==> src/rtl/vsint_pkg.sv <==
package vsint_pkg;
  localparam int XLEN          = 64;
  localparam int BIT_SSW       = 2;   // software bit in hvip/hip/mip views
  localparam int BIT_TMR       = 6;
  localparam int BIT_EXT       = 10;
  localparam int BIT_GSUM      = 12;
  localparam int BIT_VS_SSW    = 1;   // software bit in the guest-level view
  localparam int SEL_LO        = 12;  // selector field low bit in status word
  localparam int SEL_W         = 6;

  typedef struct packed {
    logic ext;
    logic tmr;
    logic ssw;
  } vpend_t;
endpackage

==> src/rtl/vsint_timer_cmp.sv <==
module vsint_timer_cmp #(
  parameter int TW = 64
) (
  input  logic [TW-1:0] base,
  input  logic [TW-1:0] offs,
  input  logic [TW-1:0] cmp,
  output logic          hit
);
  logic [TW-1:0] sum;
  always_comb begin
    sum = base + offs;          // wraps modulo 2^TW
    hit = (sum >= cmp);         // unsigned compare
  end
endmodule

==> src/rtl/vsint_gext_sel.sv <==
module vsint_gext_sel
  import vsint_pkg::*;
#(
  parameter int GEI_LEN = 8
) (
  input  logic [GEI_LEN:0]   pend_in,
  input  logic [GEI_LEN:1]   enable,
  input  logic [SEL_W-1:0]   sel,
  output logic [GEI_LEN:0]   pend_vec,
  output logic               sel_hit,
  output logic               any_hit
);
  logic [GEI_LEN:1] match;
  logic [GEI_LEN:1] armed;

  assign pend_vec[0] = 1'b0;

  for (genvar i = 1; i <= GEI_LEN; i++) begin : g_lane
    assign pend_vec[i] = pend_in[i];
    assign match[i]    = pend_in[i] && (sel == SEL_W'(i));
    assign armed[i]    = pend_in[i] && enable[i];
  end

  assign sel_hit = |match;
  assign any_hit = |armed;
endmodule

==> src/rtl/vsint_state_regs.sv <==
module vsint_state_regs
  import vsint_pkg::*;
#(
  parameter int GEI_LEN = 8
) (
  input  logic             clk,
  input  logic             rst_n,
  input  logic [XLEN-1:0]  wr_data,
  input  logic             sel_hvip,
  input  logic             sel_hip,
  input  logic             sel_mip,
  input  logic             sel_vsip,
  input  logic             sel_hgeie,
  input  logic             sel_hstatus,
  output vpend_t           vp_q,
  output logic [GEI_LEN:1] en_q,
  output logic [SEL_W-1:0] sel_q
);
  logic             ssw_wr;
  logic             ssw_d;
  logic [SEL_W-1:0] sel_new;
  logic             sel_ok;

  always_comb begin
    ssw_wr  = sel_hvip | sel_hip | sel_mip | sel_vsip;
    ssw_d   = (sel_hvip & wr_data[BIT_SSW]) | (sel_hip  & wr_data[BIT_SSW]) |
              (sel_mip  & wr_data[BIT_SSW]) | (sel_vsip & wr_data[BIT_VS_SSW]);
    sel_new = wr_data[SEL_LO +: SEL_W];
    sel_ok  = ({26'd0, sel_new} <= 32'(GEI_LEN));
  end

  always_ff @(posedge clk) begin
    if (!rst_n) begin
      vp_q  <= '0;
      en_q  <= '0;
      sel_q <= '0;
    end else begin
      if (ssw_wr) vp_q.ssw <= ssw_d;
      if (sel_hvip) begin
        vp_q.tmr <= wr_data[BIT_TMR];
        vp_q.ext <= wr_data[BIT_EXT];
      end
      if (sel_hgeie) en_q <= wr_data[GEI_LEN:1];
      if (sel_hstatus && sel_ok) sel_q <= sel_new;
    end
  end
endmodule

==> src/rtl/vsint_pending_combiner.sv <==
module vsint_pending_combiner
  import vsint_pkg::*;
#(
  parameter int GEI_LEN = 8
) (
  input  logic             clk,
  input  logic             rst_n,
  input  logic [63:0]      time_now,
  input  logic [63:0]      time_offset,
  input  logic [63:0]      vs_cmp,
  input  logic [GEI_LEN:0] gext_pend,
  input  logic             plat_vseip,
  input  logic [63:0]      wr_data,
  input  logic             sel_hvip,
  input  logic             sel_hip,
  input  logic             sel_mip,
  input  logic             sel_vsip,
  input  logic             sel_hgeie,
  input  logic             sel_hstatus,
  output logic             vssip,
  output logic             vstip,
  output logic             vseip,
  output logic             sgeip,
  output logic [63:0]      hip_rd,
  output logic [63:0]      hvip_rd,
  output logic [63:0]      hgeie_rd,
  output logic [63:0]      hgeip_rd
);
  localparam int PAD = XLEN - GEI_LEN - 1;

  vpend_t           vp_q;
  logic [GEI_LEN:1] en_q;
  logic [SEL_W-1:0] vgein_q;
  logic [GEI_LEN:0] pend_vec;
  logic             tmr_hit;
  logic             gsel_hit;
  logic             gany_hit;

  vsint_state_regs #(.GEI_LEN(GEI_LEN)) u_regs (
    .clk(clk), .rst_n(rst_n), .wr_data(wr_data),
    .sel_hvip(sel_hvip), .sel_hip(sel_hip), .sel_mip(sel_mip),
    .sel_vsip(sel_vsip), .sel_hgeie(sel_hgeie), .sel_hstatus(sel_hstatus),
    .vp_q(vp_q), .en_q(en_q), .sel_q(vgein_q)
  );

  vsint_timer_cmp #(.TW(64)) u_tmr (
    .base(time_now), .offs(time_offset), .cmp(vs_cmp), .hit(tmr_hit)
  );

  vsint_gext_sel #(.GEI_LEN(GEI_LEN)) u_gext (
    .pend_in(gext_pend), .enable(en_q), .sel(vgein_q),
    .pend_vec(pend_vec), .sel_hit(gsel_hit), .any_hit(gany_hit)
  );

  always_comb begin
    vssip = vp_q.ssw;
    vstip = vp_q.tmr | tmr_hit;
    vseip = vp_q.ext | gsel_hit | plat_vseip;
    sgeip = gany_hit;

    hvip_rd          = '0;
    hvip_rd[BIT_SSW] = vp_q.ssw;
    hvip_rd[BIT_TMR] = vp_q.tmr;
    hvip_rd[BIT_EXT] = vp_q.ext;

    hip_rd           = '0;
    hip_rd[BIT_SSW]  = vp_q.ssw;
    hip_rd[BIT_TMR]  = vstip;
    hip_rd[BIT_EXT]  = vseip;
    hip_rd[BIT_GSUM] = sgeip;

    hgeie_rd = {{PAD{1'b0}}, en_q, 1'b0};
    hgeip_rd = {{PAD{1'b0}}, pend_vec};
  end
endmodule

==> config.mk <==
export PLATFORM = sky130hd
export DESIGN_NAME = vsint_pending_combiner
export DESIGN_NICKNAME = d
export VERILOG_FILES = /design/src/rtl/vsint_pkg.sv /design/src/rtl/vsint_timer_cmp.sv /design/src/rtl/vsint_gext_sel.sv /design/src/rtl/vsint_state_regs.sv /design/src/rtl/vsint_pending_combiner.sv
export SDC_FILE = /design/constraint.sdc
export NUM_CORES = 1
export LEC_CHECK = 0
export BUFFER_PORTS_ARGS = -buffer_cell sky130_fd_sc_hd__clkbuf_2
export CAP_MARGIN = 25
export CORE_AREA = 2 2 209 211
export DETAILED_ROUTE_END_ITERATION = 12
export DIE_AREA = 0 0 211 213
export PLACE_DENSITY_LB_ADDON = 0.25
export SLEW_MARGIN = 20
export SYNTH_ARGS = -nofsm -noshare
export SYNTH_HDL_FRONTEND = slang
export SYNTH_HIERARCHICAL = 1
export SYNTH_SLANG_ARGS = --single-unit
==> constraint.sdc <==
create_clock -name clk -period 4.7 [get_ports clk]
set_input_delay 0.47 -clock clk [delete_from_list [all_inputs] [get_ports clk]]
set_output_delay 0.47 -clock clk [all_outputs]
set_load 0.05 [all_outputs]
### After elaboration in Yosys (flattened, before gate mapping)

Cells that the tools add are included.

| word-level totals | value |
|---|---|
| bits in read-only memories | 0 |
| word-level logic and storage cells | 48 |
| memories | 0 |
| output and inout port bits | 260 |
| input bits | 274 |
| register bits | 17 |
| latch bits | 0 |
| bits in writable memories | 0 |

| cells by class | value |
|---|---|
| order comparisons | 2 |
| reduce and logical (&&, ||, !) cells | 19 |
| divide/modulo/power cells | 0 |
| shifts and indexed selects | 0 |
| multipliers | 0 |
| bitwise operators | 13 |
| muxes and demuxes | 0 |
| add/subtract/negate cells | 1 |
| equality and inequality tests | 8 |

Operator list:

| cell | count |
|---|---|
| $add A64 B64 Y64 | 1 |
| $ge A64 B64 Y1 | 1 |
| $eq A6 B3 Y1 const B | 4 |
| $logic_and A1 B1 Y1 | 17 |
| $reduce_or A8 Y1 | 2 |
| $eq A6 B2 Y1 const B | 2 |
| $or A1 B1 Y1 | 9 |
| $eq A6 B1 Y1 const B | 1 |
| $eq A6 B4 Y1 const B | 1 |
| $le A6 B4 Y1 const B | 1 |
| $and A1 B1 Y1 | 4 |

### Longest topological paths before layout

Gate-level depths: netlist (run 1).

| depth | value |
|---|---|
| depth after elaboration | 5 |
| gate-level depth with buffers | 22 |
| mapped depth without buffers | 21 |

### By module

Netlist (run 1), hierarchy kept.

Modules (own cells, without submodules):

| module | cells each | times used | area each (um2) | sequential area each (um2) |
|---|---|---|---|---|
| vsint_timer_cmp | 827 | 1 | 5646.7 | 0.0 |
| vsint_pending_combiner | 240 | 1 | 1795.5 | 0.0 |
| vsint_state_regs | 61 | 1 | 666.9 | 340.3 |
| vsint_gext_sel | 30 | 1 | 212.7 | 0.0 |

### Worst setup path after synthesis (run 1)

OpenSTA, ideal clock, no wires.

| timing path | value |
|---|---|
| kind | input to output |
| from | in time_now[0] |
| to | out hip_rd[6] |
| buffers on the path | 1 |
| setup slack | -0.365 ns |
| arrival time | 4.595 ns |
| required time | 4.230 ns |
| cell stages on the path | 21 |
| cells stage by stage | ha_1 > inv_1 > fa_1 > nand2b_1 > a21oi_1 > o21ai_0 > a21oi_1 > a31oi_2 > o32a_1 > and2_1 > a311oi_1 > ha_1 > a21o_1 > a21o_1 > a21o_1 > a21oi_1 > nor2b_1 > o21ai_0 > o211ai_1 > or2_2 > buf_4 |

| on the way | value |
|---|---|
| longest elaborated chain between the ends | 3 |

RTL lines:

| element | line | text |
|---|---|---|
| start: declaration | vsint_pending_combiner.sv:8 | `input logic [63:0] time_now,` |
| $add A64 B64 Y64 | vsint_timer_cmp.sv:11 | `sum = base + offs;` |
| $ge A64 B64 Y1 | vsint_timer_cmp.sv:12 | `hit = (sum >= cmp);` |
| via tmr_hit | vsint_pending_combiner.sv:35 | `logic tmr_hit;` |
| $or A1 B1 Y1 | vsint_pending_combiner.sv:57 | `vstip = vp_q.tmr \| tmr_hit;` |
| end: declaration | vsint_pending_combiner.sv:24 | `output logic [63:0] hip_rd,` |

The timed path passes the listed nets, and every way through them passes these cells.

### Worst setup path in the final report (run 1)

| timing path | value |
|---|---|
| from | in time_now[2] |
| to | out vstip |

| on the way | value |
|---|---|
| longest elaborated chain between the ends | 3 |

RTL lines:

| element | line | text |
|---|---|---|
| $add A64 B64 Y64 | vsint_timer_cmp.sv:11 |  |
| $ge A64 B64 Y1 | vsint_timer_cmp.sv:12 |  |
| via tmr_hit | vsint_pending_combiner.sv:35 |  |
| $or A1 B1 Y1 | vsint_pending_combiner.sv:57 |  |
| end: declaration | vsint_pending_combiner.sv:21 | `output logic vstip,` |

The timed path passes the listed nets, and every way through them passes these cells.

==> results of run 1 <==
==> cells by family after synthesis <==
logic type / after synthesis / synth area share
compound gates: 313 / 0.2460
xor+xnor: 55 / 0.05789
fa+ha+maj: 128 / 0.1934
flops: 17 / 0.04090
simple gates: 260 / 0.1631
buf+inv: 366 / 0.2771
mux: 17 / 0.02075
other cells: 2 / 0.0009025
==> power by group through the flow <==
stage	registers, mW	clock network (mW)	logic [mW]
2_1_floorplan	0.178	0	1.39
3_5_place_dp	0.160	0	1.86
6_report	0.157	0.167	1.96
5_1_grt	0.158	0.180	2.14
3_3_place_gp	0.160	0	1.86
4_1_cts	0.157	0.173	1.92
==> tightest hold or removal path: stages <==
cell,delay [ns]
clkbuf_2,0.09
nand2_1,0.05
o22ai_1,0.06
==> flip-flops by register name, indices dropped and copies added (netlist names) <==
name          count
u_regs/en_q       8
u_regs/sel_q      6
u_regs/vp_q       3
==> how the worst min path moves through the flow <==
stage / start / to / slack [ns] / cells after the start
2_1_floorplan: u_regs/sel_q[5] / u_regs/sel_q[5] / 0.50 / 1
3_3_place_gp: u_regs/sel_q[4] / u_regs/sel_q[4] / 0.51 / 1
3_5_place_dp: u_regs/sel_q[4] / u_regs/sel_q[4] / 0.52 / 1
4_1_cts: wr_data[13] / u_regs/sel_q[1] / 0.48 / 3
5_1_grt: wr_data[13] / u_regs/sel_q[1] / 0.48 / 3
6_report: wr_data[13] / u_regs/sel_q[1] / 0.48 / 3
==> stage by stage <==
| step | area (um^2) | instances |
|---|---|---|
| finish | 11420 | 2129 |
| global route | 11420 | 2129 |
| global placement | 10850 | 2112 |
| floorplan | 9370 | 1389 |
| CTS | 11150 | 2120 |
| detailed placement | 10850 | 2112 |
==> per-layer routing <==
layer | vias to the layer above | track usage
met1 | 3977 | 0.1703
li1 | 4457 | -
met4 | 0 | 0.03813
met3 | 32 | 0.01235
met2 | 334 | 0.2131
met5 | - | 0
==> what timing repair did <==
item	CTS	global route
pin swaps	33	27
buffers inserted	4	5
endpoints found under the setup margin	2	2
gates resized for setup	35	61
==> cell usage in the layout, fill, tap and decap left out, types with 7 or more instances in the layout <==
cell,Yosys,final
a21o_1,58,58
ha_1,127,109
xor2_1,18,18
nand3_1,15,14
buf_4,246,212
nand2b_1,8,7
a31oi_1,8,8
nand2_1,72,71
nand4_1,31,31
mux2i_1,15,15
nor2_1,48,48
a21oi_1,101,88
xnor2_1,37,36
a21oi_2,0,11
conb_1,2,233
and2_1,10,9
a211oi_1,10,8
dfxtp_1,17,17
inv_1,89,89
o21ai_1,2,11
o21ai_0,51,37
nor3_1,12,11
o211ai_1,7,7
nor2b_1,16,16
ha_4,0,14
o21a_1,7,7
buf_6,0,12
clkbuf_2,1,234
o21bai_1,13,13
==> final cells by class <==
| class | count | area, um^2 |
|---|---|---|
| Tap cell | 546 | 683.2 |
| Inverter | 89 | 334.1 |
| Sequential cell | 17 | 340.3 |
| Multi-Input combinational cell | 1006 | 6990 |
| Fill cell | 4689 | 31280 |
| Clock buffer | 3 | 75.07 |
| Clock inverter | 1 | 5.005 |
| Timing Repair Buffer | 462 | 2977 |
| Antenna cell | 5 | 12.51 |
==> results.toml, run 1 <==
[outcome]
status = "complete, but fails checks"
violations = "negative setup slack"

[route]
dr.max_layer_used = "met4"
route.met2.wl_mm = 14.38
drt-initial-drc-count = 362
drt_wl_total_mm = 30.78
avgRoutedWirePerCell_um = 14.46
drt-met1-wl_mm = 14.01
drc_errors = 0
drt-pass1-iter-count = 4
wl_met3_mm = 1.613
final_antenna_net_count = 0
vias = 8800
viasPerCell = 4.133

[synthesis]
async_flop_share = 0
yosys.area.top_type_share = 0.2219
synth_area_leaders = "buf_4, ha_1, a21oi_1"
yosysSeqAreaShare = 0.04090
avgSynthCellArea_um2 = 7.186
synthCells = 1158
ys_ff_latch = 17
yosysMostFrequentCell = "buf_4"
yosys.cell_types.count = 77
synth_edf_count = 0
synth_flop_cell = "dfxtp_1"
syn_area_um2 = 8322
yosysWarnings = 6
yosys-top-cells-count = "buf_4, ha_1, a21oi_1"
synth_top_cell_by_area = "buf_4"

[cts]
cts_buffer_depth = 2
clkLatencyLatePin_ns = 0.24
cts-root-buf = "clkbuf_16"
cts.htree.levels = 1
cts_hold_buf = 0
clk_pin_slew_worst_paths_ns = 0.05
cts_num_sinks = 17
cts_tree = "yes"
cts_buffers = 3

[worst_setup_path]
cp-startpoint = "time_now[2]"
critical_path.top_delay_family = "compound AO/OA/AOI/OAI gates"
path_cells = "buf_8, ha_4, o21ai_2, o21a_1, o31a_1, a211oi_4, o2111ai_2, a211o_2, a41o_1, xnor2_2, ha_1, a21o_1, a21o_1, a21o_1, a21o_1, a21oi_2, nor2b_1, o21ai_1, o211ai_1, or2_4, clkbuf_16"
slowest_delay_ns = 0.38
cp_data_arrival_time_ns = 4.57
regToRegSetupSlack_ns = 3.90
crit_path_end_kind = "output pin"
start_kind = "input pin"
ff2ff_path_depth = 3
critical_path.most_common_cell = "a21o_1"
crit_type = "input pin to output pin"
endpoint = "vstip"
rr_endpoint = "u_regs/vp_q[0]"
cp_max_fo = 3
r2r_start = "u_regs/vp_q[0]"
crit_required_ns = 4.23
cp_num_cells = 21
critical_path_buf_inv_count = 2
slowest_stage = "o31a_1"

[pwr]
pwr-share-clk = 0.073
ir_drop_uv = 146.3
switching_share = 0.5535
p_sw_mw = 1.265
total_power_mw = 2.286
power_frac_comb = 0.859
power.leakage_nw = 6.147
power.internal_mw = 1.021
seqPwrFrac = 0.069
power.density_nw_per_um2 = 200.3

[die]
die_h_um = 213
die_area_um2 = 44940
core_area_um2 = 42700
placementRows = 76
initial_utilization = 0.1949
fp.dieW_um = 211
io_pins = 534

[final_layout]
utilization = 0.2674
layout-drive-gt1-share = 0.3441
finalNetCount = 1981
syn_to_final_growth_pct = 37.20

[min_path]
hp-class = "input pin to register"

[place]
place.port_buffers = 250
dp_hpwl_mm = 28.22
gp_congestion = 0.8906
post-place-ws_ns = -0.9016

[timing]
worst_pin_slew_ns = 0.5703
worst_slack_ns = -0.3422
hold_ws_ns = 0.4779
finalCritPeriodShare = 1.073
timing.fmax_ghz = 0.1983
hold_violations = 0
period_needed_ns = 5.042
rsz0062_at_grt = "true"
setup_tns_ns = -0.6835
clock_skew_ns = 0
finalSetupViolCount = 2
slew_viol_final = 0
slew_headroom = 0.6198

[global_route]
grt_max_degree = 21
grt_pass1_vias = 8333
grt_pass1_wl_mm = 44.53
grt_overflow_total = 0
grt_use_total = 0.1265
antenna_found_initial = 5

[run]
cap_violations = 0
(Power assumes the default switching activity.)
==> inputs of run 2 (changes only) <==
--- a/config.mk
+++ b/config.mk
@@ -8,8 +8,10 @@
 export BUFFER_PORTS_ARGS = -buffer_cell sky130_fd_sc_hd__clkbuf_2
 export CAP_MARGIN = 25
 export CORE_AREA = 2 2 209 211
+export CTS_BUF_LIST = sky130_fd_sc_hd__clkbuf_4
 export DETAILED_ROUTE_END_ITERATION = 12
 export DIE_AREA = 0 0 211 213
+export MAX_ROUTING_LAYER = met4
 export PLACE_DENSITY_LB_ADDON = 0.25
 export SLEW_MARGIN = 20
 export SYNTH_ARGS = -nofsm -noshare
==> results.toml, run 2 (same netlist as run 1, synthesis figures left out) <==
[outcome]
status = "complete, but fails checks"
violations = "negative setup slack"

[die]
core_area_um2 = 42700
fp.dieW_um = 211
io_pins = 534
die_h_um = 213
die_area_um2 = 44940
placementRows = 76
initial_utilization = 0.1949

[worst_setup_path]
crit_type = "input pin to output pin"
start_kind = "input pin"
critical_path.most_common_cell = "a21o_1"
critical_path.top_delay_family = "compound AO/OA/AOI/OAI gates"
cp_data_arrival_time_ns = 4.53
critical_path_buf_inv_count = 2
path_cells = "buf_6, ha_4, a211oi_4, o21a_1, o31a_1, a211oi_4, o2111ai_2, a211o_2, a41o_1, xnor2_2, ha_1, a21o_1, a21o_1, a21o_1, a21o_1, a21oi_1, nor2b_1, o21ai_1, o211ai_1, or2_4, clkbuf_16"
r2r_start = "u_regs/vp_q[0]"
crit_path_end_kind = "output pin"
slowest_delay_ns = 0.37
slowest_stage = "o31a_1"
ff2ff_path_depth = 3
rr_endpoint = "u_regs/vp_q[0]"
regToRegSetupSlack_ns = 3.89
cp_max_fo = 3
crit_required_ns = 4.23

[place]
place.port_buffers = 250
post_dp_cell_area_um2 = 10880
gp_congestion = 0.9037
dp_hpwl_mm = 28.35
post-place-ws_ns = -0.9052

[route]
viasPerCell = 4.149
drt_wl_total_mm = 30.72
drc_errors = 0
vias = 8842
final_antenna_net_count = 0
drt-initial-drc-count = 313
avgRoutedWirePerCell_um = 14.41
drt-pass1-iter-count = 5

[final_layout]
final_cell_mix = "clkbuf_2, conb_1, buf_4"
utilization = 0.2647
syn_to_final_growth_pct = 35.81
largest_register_ff_count = 8
layout-drive-gt1-share = 0.3420
largest_register = "u_regs/en_q"
final_common_cell = "clkbuf_2"
final_cell_area_um2 = 11300
biggestRegsByFlops = "u_regs/en_q: 8 flops, u_regs/sel_q: 6 flops, u_regs/vp_q: 3 flops"
finalNetCount = 1985

[min_path]
hold_depth = 3
min_to = "u_regs/sel_q[1]"
hold_start = "wr_data[13]"
hp-class = "input pin to register"

[global_route]
grt_pass1_vias = 8269
grt_max_degree = 21
antenna_found_initial = 3
grt_overflow_total = 0
grt_use_total = 0.1310
grt_pass1_wl_mm = 45.04

[cts]
clk_pin_slew_worst_paths_ns = 0.11
cts_buffer_depth = 2
cts_num_sinks = 17
cts-root-buf = "clkbuf_4"
clkLatencyLatePin_ns = 0.28
cts_tree = "yes"
cts_buffers = 3
cts_hold_buf = 0
cts.htree.levels = 1

[timing]
clock_skew_ns = 0
slew_viol_final = 0
worst_pin_slew_ns = 0.5701
worst_slack_ns = -0.2973
timing.fmax_ghz = 0.2001
hold_ws_ns = 0.4226
rsz0062_at_grt = "true"
finalCritPeriodShare = 1.063
hold_violations = 0
finalSetupViolCount = 2
period_needed_ns = 4.997
slew_headroom = 0.6200

[pwr]
ir_drop_uv = 145.8
power.leakage_nw = 6.125
power.density_nw_per_um2 = 194.0

[run]
cap_violations = 0
[run 2: worst max path at each step]
stage,startpoint,end,slack [ns],cells after the start
6_report,time_now[1],hip_rd[6],-0.30,21
5_1_grt,time_now[5],hip_rd[6],-0.49,21
4_1_cts,time_offset[11],vstip,-0.36,21
3_5_place_dp,time_offset[0],vstip,-0.91,24
3_3_place_gp,time_offset[0],vstip,-0.95,24
2_1_floorplan,time_offset[7],hip_rd[6],0.02,21
[run 2: report_power, final]
| group | total (mW) | internal (mW) | switching (mW) | leakage [nW] |
|---|---|---|---|---|
| logic | 1.96 | 0.752 | 1.21 | 5.97 |
| clock network | 0.0779 | 0.0316 | 0.0463 | 0.0177 |
| registers | 0.156 | 0.150 | 0.00587 | 0.139 |
| total | 2.19 | 0.934 | 1.26 | 6.13 |
[run 2: per-layer routing]
layer  part of all wire  GRT usage
met5                  0          -
met2               0.48     0.2206
met3              0.040   0.006030
met1               0.46     0.1754
met4              0.016    0.02501
[run 2: worst min-delay path, cell delays in order]
cell      delay, ns
clkbuf_2       0.09
nand2_1        0.05
o22ai_1        0.06
[run 2: stage by stage]
stage	cells	TNS (ns)	power, mW
after floorplan	1389	0	1.564
after global placement	2116	-1.903	2.024
after detailed placement	2116	-1.810	2.030
after CTS	2123	-0.7254	2.166
after global routing	2131	-0.9858	2.382
final	2131	-0.5936	2.192
[run 2: what timing repair did]
action                                 in CTS  in global routing
pin swaps                                  31                 26
buffers inserted                            3                  6
resized for setup                          32                 45
endpoints found under the hold margin       0                  0
setup endpoints to repair                   2                  2
[run 2: area by class of cell]
class	instances	area, um^2
Antenna cell	3	7.507
Clock buffer	3	22.52
Clock inverter	1	5.005
Fill cell	4824	31390
Inverter	89	334.1
Multi-Input combinational cell	1006	6953
Sequential cell	17	340.3
Tap cell	546	683.2
Timing Repair Buffer	466	2957
